===== config.mk =====
export PLATFORM = sky130hd
export DESIGN_NAME = dither_dac
export DESIGN_NICKNAME = d
export VERILOG_FILES = /design/src/rtl/dither_dac.sv
export SDC_FILE = /design/constraint.sdc
export NUM_CORES = 1
export LEC_CHECK = 0
export BUFFER_PORTS_ARGS = -buffer_cell sky130_fd_sc_hd__buf_4
export CORE_ASPECT_RATIO = 0.6
export CORE_MARGIN = 8
export CORE_UTILIZATION = 35
export DETAILED_ROUTE_END_ITERATION = 7
export GPL_ROUTABILITY_DRIVEN = 0
export PLACE_DENSITY_LB_ADDON = 0.1
export SYNTH_ARGS = -nofsm -noshare
export SYNTH_HDL_FRONTEND = slang
export SYNTH_SLANG_ARGS = --single-unit

===== constraint.sdc =====
create_clock -name clk -period 2.2 [get_ports clk]
set_input_delay 0.22 -clock clk [delete_from_list [all_inputs] [get_ports clk]]
set_output_delay 0.22 -clock clk [all_outputs]
set_load 0.05 [all_outputs]

===== src/rtl/dither_dac.sv =====
module dither_dac #(
  parameter int SAMPLE_W = 16,
  parameter int CODE_W   = 8
) (
  input  logic                clk,
  input  logic                rst_n,
  input  logic                wr_en,
  input  logic [SAMPLE_W-1:0] wr_data,
  output logic [CODE_W-1:0]   code_out,
  output logic                take
);
  localparam int FRAC_W = SAMPLE_W - CODE_W;
  localparam logic [FRAC_W-1:0] LAST = {FRAC_W{1'b1}};
  localparam logic [CODE_W-1:0] TOP  = {CODE_W{1'b1}};

  logic [FRAC_W-1:0]   frame_pos;
  logic [FRAC_W-1:0]   acc;
  logic [SAMPLE_W-1:0] act;
  logic [SAMPLE_W-1:0] pend;
  logic                pend_vld;

  wire                boundary = (frame_pos == LAST);
  wire [CODE_W-1:0]   base     = act[SAMPLE_W-1:FRAC_W];
  wire [FRAC_W-1:0]   frac     = act[FRAC_W-1:0];
  wire [FRAC_W:0]     sum      = {1'b0, acc} + {1'b0, frac};
  wire                bump     = sum[FRAC_W];
  wire                load     = boundary && (wr_en || pend_vld);

  assign code_out = (bump && base != TOP) ? base + 1'b1 : base;

  always_ff @(posedge clk) begin
    if (!rst_n) begin
      frame_pos <= '0;
      acc       <= '0;
      act       <= '0;
      pend      <= '0;
      pend_vld  <= 1'b0;
      take      <= 1'b0;
    end else begin
      frame_pos <= frame_pos + 1'b1;
      acc       <= boundary ? '0 : sum[FRAC_W-1:0];
      take      <= load;
      if (load)
        act <= wr_en ? wr_data : pend;
      if (boundary) begin
        pend_vld <= 1'b0;
      end else if (wr_en) begin
        pend     <= wr_data;
        pend_vld <= 1'b1;
      end
    end
  end
endmodule



After elaboration in Yosys (flattened, before gate mapping)
Index checks and enable logic that the tools add are counted.
{"block": "word_totals", "reg_bits": 50, "latch_bits": 0, "mem_bits_rw": 0, "mem_bits_ro": 0, "inputBits": 19, "output_inout_bits": 9, "word_cells": 18, "mem_count": 0}
{"block": "classes", "n_addsub": 3, "mul": 0, "div_mod_pow": 0, "order_cmp": 0, "n_eq_ne": 2, "shift": 0, "n_mux": 2, "n_bitwise": 1, "n_reduce_logical": 4}
{"op": "$add A8 B1 Y8 const B", "n": 2}
{"op": "$mux W16", "n": 1}
{"op": "$add A8 B8 Y9", "n": 1}
{"op": "$eq A8 B8 Y1 const B", "n": 1}
{"op": "$mux W8", "n": 1}
{"op": "$ne A8 B8 Y1 const B", "n": 1}
{"op": "$logic_and A1 B1 Y1", "n": 2}
{"op": "$reduce_or A2 Y1", "n": 1}
{"op": "$logic_or A1 B1 Y1", "n": 1}
{"op": "$not A1 Y1", "n": 1}

Logic depth before layout (Yosys ltp)
Gate-level depths: netlist (run 1).
{"block": "logic_depth", "word_depth": 3, "mapped_depth": 6, "ltp_nobuf": 6}

Worst setup path after synthesis (run 1)
OpenSTA, ideal clock, no wires.
{"block": "synth_timing", "path_type": "reg2out", "startpoint": "register acc[0]", "endpoint": "output port code_out[5]", "t_arrival_ps": 2492, "required_ps": 1980, "setup_slack_ps": -512, "path_stages_with_launch": 7, "path_buffers": 0, "cell_sequence": "dfxtp_1 -> ha_1 -> fa_1 -> a211oi_1 -> o211ai_1 -> and2_1 -> a31oi_1"}
{"block": "synth_via", "elab_chain_cells": 3}
{"item": "from (decl)", "line": "17", "text": "logic [FRAC_W-1:0] acc;"}
{"item": "from (signal assigned)", "line": "41", "text": "acc <= boundary ? '0 : sum[FRAC_W-1:0];"}
{"item": "$add A8 B8 Y9", "line": "25", "text": "wire [FRAC_W:0] sum = {1'b0, acc} + {1'b0, frac};"}
{"item": "$logic_and A1 B1 Y1", "line": "29", "text": "assign code_out = (bump && base != TOP) ? base + 1'b1 : base;"}
{"item": "$mux W8", "line": "29"}
{"item": "to (decl)", "line": "9", "text": "output logic [CODE_W-1:0] code_out,"}
No other way between the ends.

Final worst setup path (run 1)
{"block": "layout_timing", "startpoint": "register act[0]", "endpoint": "output port code_out[1]"}
{"block": "layout_via", "elab_chain_cells": 3}
{"item": "from (decl)", "line": "18", "text": "logic [SAMPLE_W-1:0] act;"}
{"item": "from (signal assigned)", "line": "44", "text": "act <= wr_en ? wr_data : pend;"}
{"item": "$add A8 B8 Y9", "line": "25"}
{"item": "$logic_and A1 B1 Y1", "line": "29"}
{"item": "$mux W8", "line": "29"}
No other way between the ends.

==> metrics.txt, run 1 <==
status finished with violations; failing checks negative setup slack; vias per std cell 4.962; crit path from act[0]; sequential area share after synthesis 39.53%; worst hold slack 0.1883 ns; antenna violations before repair 0; DR vias between 1500 and 2000; clk_lat worst skew 0.29 ns; Crit path largest cell delay roughly 0.34 ns; vias in the first global route 1825; worst path cell trace ha_4 > fa_2 > a211oi_2 > o211ai_1 > nand2_1 > mux2_4 > buf_8; GRT Total Usage 12.14%; row count 24; TritonCTS clock tree built; final worst slack -0.2657 ns; antenna cells 0; grt ovf 0; Max Cap Violations 0; CP Capture Type primary output; FILL cells 681; dpl ws -0.1134 ns; IO Port Bufs 27; RSZ-0062 raised after global routing yes; switching power 0.4255 mW; htree depth 2; Final Core Density a little under half; 1st-iter DRT viols a little under 90; Slew HR 69.61%; Seq pwr share 50.1%; Power Density between 500 and 600 mW/mm^2; global-route wire length before repair 9742 um; Die Span X 125.8 um; Post-Syn Nets about 280; worst path bufs/invs 1; commonest non-fill, non-tap cell in the layout dfxtp_1; Setup-failing EPs final 8; final wirelength just under 6000 um; Max Clock Freq 405.6 MHz; Syn Std Cell Area 0.002532 mm^2; final max-slew violation count 0; crit-path leading delay family adder cells; Hold Fails Final Rpt 0; Area Growth Syn to Fin 31.52%; largest net degree at the start of global routing 44; FF+latch count, synth 50; number of synthesized flops with an enable pin 0; dominant synthesized flop cell dfxtp_1; Sw Share ~23%; worst path arrival time 2.25 ns; core area a little over 0.007 mm^2; min cycle time layout 2.466 ns; Reg-to-Reg Start frame_pos[0]; Root Driver clkbuf_16; CTS buffer count 5; cts-stage hold buffer count 0; initial core utilization 35.43%; Die Footprint 0.01030 mm^2; LEAKAGE 1.589 nW; Pwr Total 1.877 mW; clock skew between 0.007 and 0.008 ns; antenna-violating nets left 0; maximum VDD drop 0.0002440 V; DP HPWL 4230 um; TNS Setup -1.513 ns; Critical R2R Capture act[1]; worst-path fanout max 5; dpl cell area 0.003019 mm^2; residual DRC count 0; Cell Count, Final, Fillers Out 391; Pre-antenna DRT Iters 4; CP Class register to primary output; Synth cell types 43; most frequent cells in the layout 46 x dfxtp_1, 40 x buf_4, 34 x mux2i_1; nets about 330; Boundary Pins 28; power share of the clock group 43.0%; Gate Count Post-Synth 252; die height 81.89 um; Worst-path clk slew 0.07 ns; Placed Instances about 380; R2R depth 6; Num Clock Sinks 50; combinational power share 6.9%; share of cells above drive strength 1 29.00%; Final Instance Area about 0.0033 mm^2; Post-synth ARST share 0%; CP Depth 7; Worst Tran Pin Value between 0.4 and 0.5 ns; Critical Path RT 1.98 ns; Slowest-stage cell, CP dfxtp_2; post-DR wirelength/cell 14.98 um; worst-case clock buffer depth 2; internal power 1.452 mW; worst hold path type input port to register; syn_area_per_cell between 10 and 15 um^2; Synth warnings 0; startpoint types register; period utilization 112.1%; internal reg-to-reg setup slack 0.34 ns; crit path capture code_out[1]
==> registers in the layout (all words and copies together), names as in the netlist <==
signal / count
act: 16
pend: 16
acc: 8
frame_pos: 8
pend_vld: 1
take: 1
==> worst min-delay path by stage <==
stage | start | end | cells after the start
floorplan | rst_n | frame_pos[5] | 1
global placement | frame_pos[0] | frame_pos[0] | 1
detailed placement | frame_pos[0] | frame_pos[0] | 1
global route | wr_data[13] | pend[13] | 3
CTS | wr_data[2] | pend[2] | 3
finish | wr_data[2] | pend[2] | 3
==> per-layer routing <==
| layer | part of all wire [%] | wire [um] | global-route usage [%] | up-vias |
|---|---|---|---|---|
| met5 | 0 | 0 | 0 | - |
| met4 | 0.87 | 51 | 3.933 | 0 |
| met3 | 4.5 | 261 | 4.277 | 5 |
| met2 | 32 | 1850 | 13.57 | 29 |
| met1 | 63 | 3692 | 19.36 | 896 |
| li1 | - | - | - | 1010 |
==> Yosys cell counts (all sizes together), types with 6 or more instances <==
cell type  number  area, um^2
nor2b          17       106.4
dfxtp          50        1001
nand3           8       52.55
buf             6       50.05
ha             10       125.1
o211a          16       160.2
mux2i          34       340.3
and2            9       56.30
xnor2           6       52.55
nor2            8       30.03
nand2          27       101.4
==> final cells by class <==
cell class / count / area [um^2] / share of cell area [%]
Timing Repair Buffer: 50 / 436.7 / 13.11
Multi-Input combinational cell: 191 / 1615 / 48.50
Tap cell: 91 / 113.9 / 3.418
Clock buffer: 6 / 138.9 / 4.170
Inverter: 1 / 3.754 / 0.1127
Sequential cell: 50 / 1006 / 30.20
Clock inverter: 2 / 16.27 / 0.4884
==> kinds of logic (layout without fill, tap and decap cells) <==
logic type | Yosys count | in the layout | share of synthesized area, %
buf+inv | 11 | 59 | 2.717
fa+ha+maj | 11 | 11 | 5.731
xor+xnor | 9 | 9 | 3.113
simple gates | 83 | 83 | 17.84
mux | 36 | 36 | 14.33
flops | 50 | 50 | 39.53
compound gates | 52 | 52 | 16.75
==> tightest hold or removal path: stages <==
cell	delay (ns)
buf_4	0.08
mux2i_1	0.05
nor2b_1	0.09
==> power by group through the flow <==
| stage | sequential, mW | combinational (mW) | clock, mW |
|---|---|---|---|
| finish | 0.941 | 0.129 | 0.808 |
| global route | 0.944 | 0.142 | 0.883 |
| CTS | 0.940 | 0.130 | 0.838 |
| detailed placement | 0.962 | 0.130 | 0 |
| global placement | 0.961 | 0.130 | 0 |
| floorplan | 0.959 | 0.0867 | 0 |
==> what timing repair did <==
action                                  in CTS  in global routing
buffers inserted                             1                  0
pin swaps                                    9                  7
cloned                                       0                  0
endpoints found under the setup margin       8                  8
resized for setup                           19                 14
Power figures use the tool's default switching activity.
==> run 2: changes to the inputs <==
Clock period 2.2 ns to 2.8 ns, I/O delays scaled along.
==> run 2 against run 1 <==
Clock skew shrank 0.0024 ns. Final cell count fell by 4.6%. Critical path depth unchanged. Design area shrank 8.4%. Clock power down 12%. Hold slack improved by 0.061 ns. Clock-buffer cell count is 1 lower. First-iteration DRC count grew 87%. Critical path type unchanged. Sequential power shrank 21%. Utilization decreased by 3.9 points. Largest cell class unchanged. Critical endpoint unchanged. Highest routed layer unchanged. Non-clock buffer count fell by 18. Combinational power fell by 22%. The flow now finishes without violations.
==> metrics.txt, run 2 (same netlist as run 1, synthesis figures left out) <==
Critical Path RT 2.52 ns (was 1.98 ns); Num Clock Sinks 50 (unchanged); Die Span X 125.8 um (unchanged); LEAKAGE 1.483 nW (was 1.589 nW); core area 0.007147 mm^2 (unchanged); DR vias 1853 (was 1940); Pwr Total 1.553 mW (was 1.877 mW); global-route wire length before repair 8756 um (was 9742 um); post-DR wirelength/cell 14.98 um (about the same); die height 81.89 um (unchanged); Crit path largest cell delay 0.43 ns (was 0.34 ns); final max-slew violation count 0 (unchanged); worst-case clock buffer depth 2 (unchanged); Worst-path clk slew 0.07 ns (about the same); FILL cells 717 (was 681); CP Class register to primary output (unchanged); Sw Share 22.18% (was 22.67%); vias per std cell 4.968 (was 4.962); R2R depth 6 (unchanged); worst hold path type input port to register (unchanged); worst-path fanout max 6 (was 5); status finished, final reports clean (was finished with violations); final wirelength 5588 um (was 5856 um); share of cells above drive strength 1 19.15% (was 29.00%); internal power 1.209 mW (was 1.452 mW); Largest regs act x16, pend x16 (unchanged); Max Clock Freq about 370 MHz; hold depth 3 (unchanged); clk_lat worst skew 0.29 ns (about the same); DP HPWL 3884 um (was 4230 um); period utilization 96.82%; most frequent cells in the layout 49 x dfxtp_1, 34 x mux2i_1, 29 x buf_4 (was 46 x dfxtp_1, 40 x buf_4, 34 x mux2i_1); Seq pwr share 47.6% (was 50.1%); Cell Count, Final, Fillers Out 373 (was 391); GRT Total Usage 10.93% (was 12.14%); IO Port Bufs 27 (unchanged); CTS buffer count 5 (unchanged); Power Density 509.1 mW/mm^2 (was 563.6 mW/mm^2); hold_sp wr_data[5] (was wr_data[2]); RSZ-0062 raised after global routing yes (unchanged); Seq. cell area 0.001002 mm^2 (was 0.001006 mm^2); worst path bufs/invs 1 (unchanged); worst path cell trace ha_4 > fa_2 > a211oi_4 > o211ai_1 > nand2_1 > mux2_4 > buf_6 (was ha_4 > fa_2 > a211oi_2 > o211ai_1 > nand2_1 > mux2_4 > buf_8); power share of the clock group 45.9% (was 43.0%); clock skew 0.005021 ns (was 0.007456 ns); min cycle time layout 2.711 ns; crit-path leading delay family adder cells (unchanged); Critical R2R Capture act[0] (was act[1]); CP Capture Type primary output (unchanged); Setup-failing EPs final 0 (was 8); Root Driver clkbuf_16 (unchanged); Max Cap Violations 0 (unchanged); TritonCTS clock tree built (unchanged); worst path arrival time 2.43 ns (was 2.25 ns); commonest non-fill, non-tap cell in the layout dfxtp_1 (unchanged); antenna cells 0 (unchanged); Reg-to-Reg Start frame_pos[0] (unchanged); Area Growth Syn to Fin 20.45% (was 31.52%); grt ovf 0 (unchanged); Die Footprint 0.01030 mm^2 (unchanged); multi-input logic area 0.001505 mm^2 (was 0.001615 mm^2); nets 311 (was 329); maximum VDD drop 0.0002498 V (was 0.0002440 V); Hold Fails Final Rpt 0 (unchanged); Min-Delay Endpoint pend[5] (was pend[2]); combinational power share 6.5% (was 6.9%); initial core utilization 35.43% (unchanged); htree depth 2 (unchanged); startpoint types register (unchanged); largest net degree at the start of global routing 44 (unchanged); Boundary Pins 28 (unchanged); Slowest-stage cell, CP fa_2 (was dfxtp_2); Worst Tran Pin Value 0.6974 ns (was 0.4532 ns); Pre-antenna DRT Iters 4 (unchanged); switching power 0.3444 mW (was 0.4255 mW); antenna violations before repair 0 (unchanged); internal reg-to-reg setup slack 0.79 ns (was 0.34 ns); Placed Instances 362 (was 382); Slew HR 53.11% (was 69.61%); antenna-violating nets left 0 (unchanged); vias in the first global route 1647 (was 1825); row count 24 (unchanged); 1st-iter DRT viols 166 (was 89); residual DRC count 0 (unchanged)
## run 2: power groups by stage
stage / Clock, mW / Combinational, mW / Sequential (mW)
4_1_cts: 0.732 / 0.103 / 0.739
2_1_floorplan: 0 / 0.0681 / 0.754
3_3_place_gp: 0 / 0.103 / 0.755
5_1_grt: 0.764 / 0.112 / 0.741
3_5_place_dp: 0 / 0.102 / 0.756
6_report: 0.712 / 0.101 / 0.739
## run 2: final cells by class
cell class	instances	area share, %
tap	91	3.733
sequential	50	32.85
clock inverter	3	1.600
clock buffer	5	4.102
multi-input combinational	191	49.34
inverter	1	0.1231
timing repair buffer	32	8.244
## run 2: per-stage QoR
step / util, % / setup TNS, ns / area, um^2 / hold WS [ns] / worst slack (ns)
after floorplan: - / 0 / 2532 / 0.4338 / 0.02839
after global placement: 39.16 / 0 / 2799 / 0.4526 / 0.2471
after detailed placement: 39.16 / 0 / 2799 / 0.4571 / 0.2301
after CTS: 41.67 / 0 / 2978 / 0.2438 / 0.002596
after global routing: 42.68 / -0.04600 / 3050 / 0.2469 / -0.03313
final: 42.68 / 0 / 3050 / 0.2498 / 0.08903
## run 2: routing by layer
layer | vias to the layer above | global-route usage, % | share of wire (%)
met1 | 840 | 17.69 | 63
li1 | 971 | - | -
met4 | 0 | 5.006 | 1.5
met5 | - | 0 | 0
met2 | 34 | 11.58 | 32
met3 | 8 | 3.370 | 3.5
## run 2: worst max path at each step
stage                       from          end  slack [ns]  cells past startpoint
final                     act[0]  code_out[1]        0.09                      7
after global routing      act[0]  code_out[1]       -0.03                      7
after CTS                 act[0]  code_out[1]       0.003                      7
after detailed placement  act[0]  code_out[1]        0.23                      7
after global placement    acc[0]  code_out[1]        0.25                      7
after floorplan           acc[0]  code_out[5]        0.03                      6
## run 2: worst min-delay path: stages
cell and delay (ns):
buf_4 0.08, mux2i_1 0.05, nor2b_1 0.09
## run 2: timing repair
action | CTS | global route
gates resized for setup | 1 | 11
buffers inserted | 0 | 3
hold buffers | 0 | 0
hold endpoints to repair | 0 | 0
pin swaps | 0 | 5
setup endpoints to repair | 2 | 3
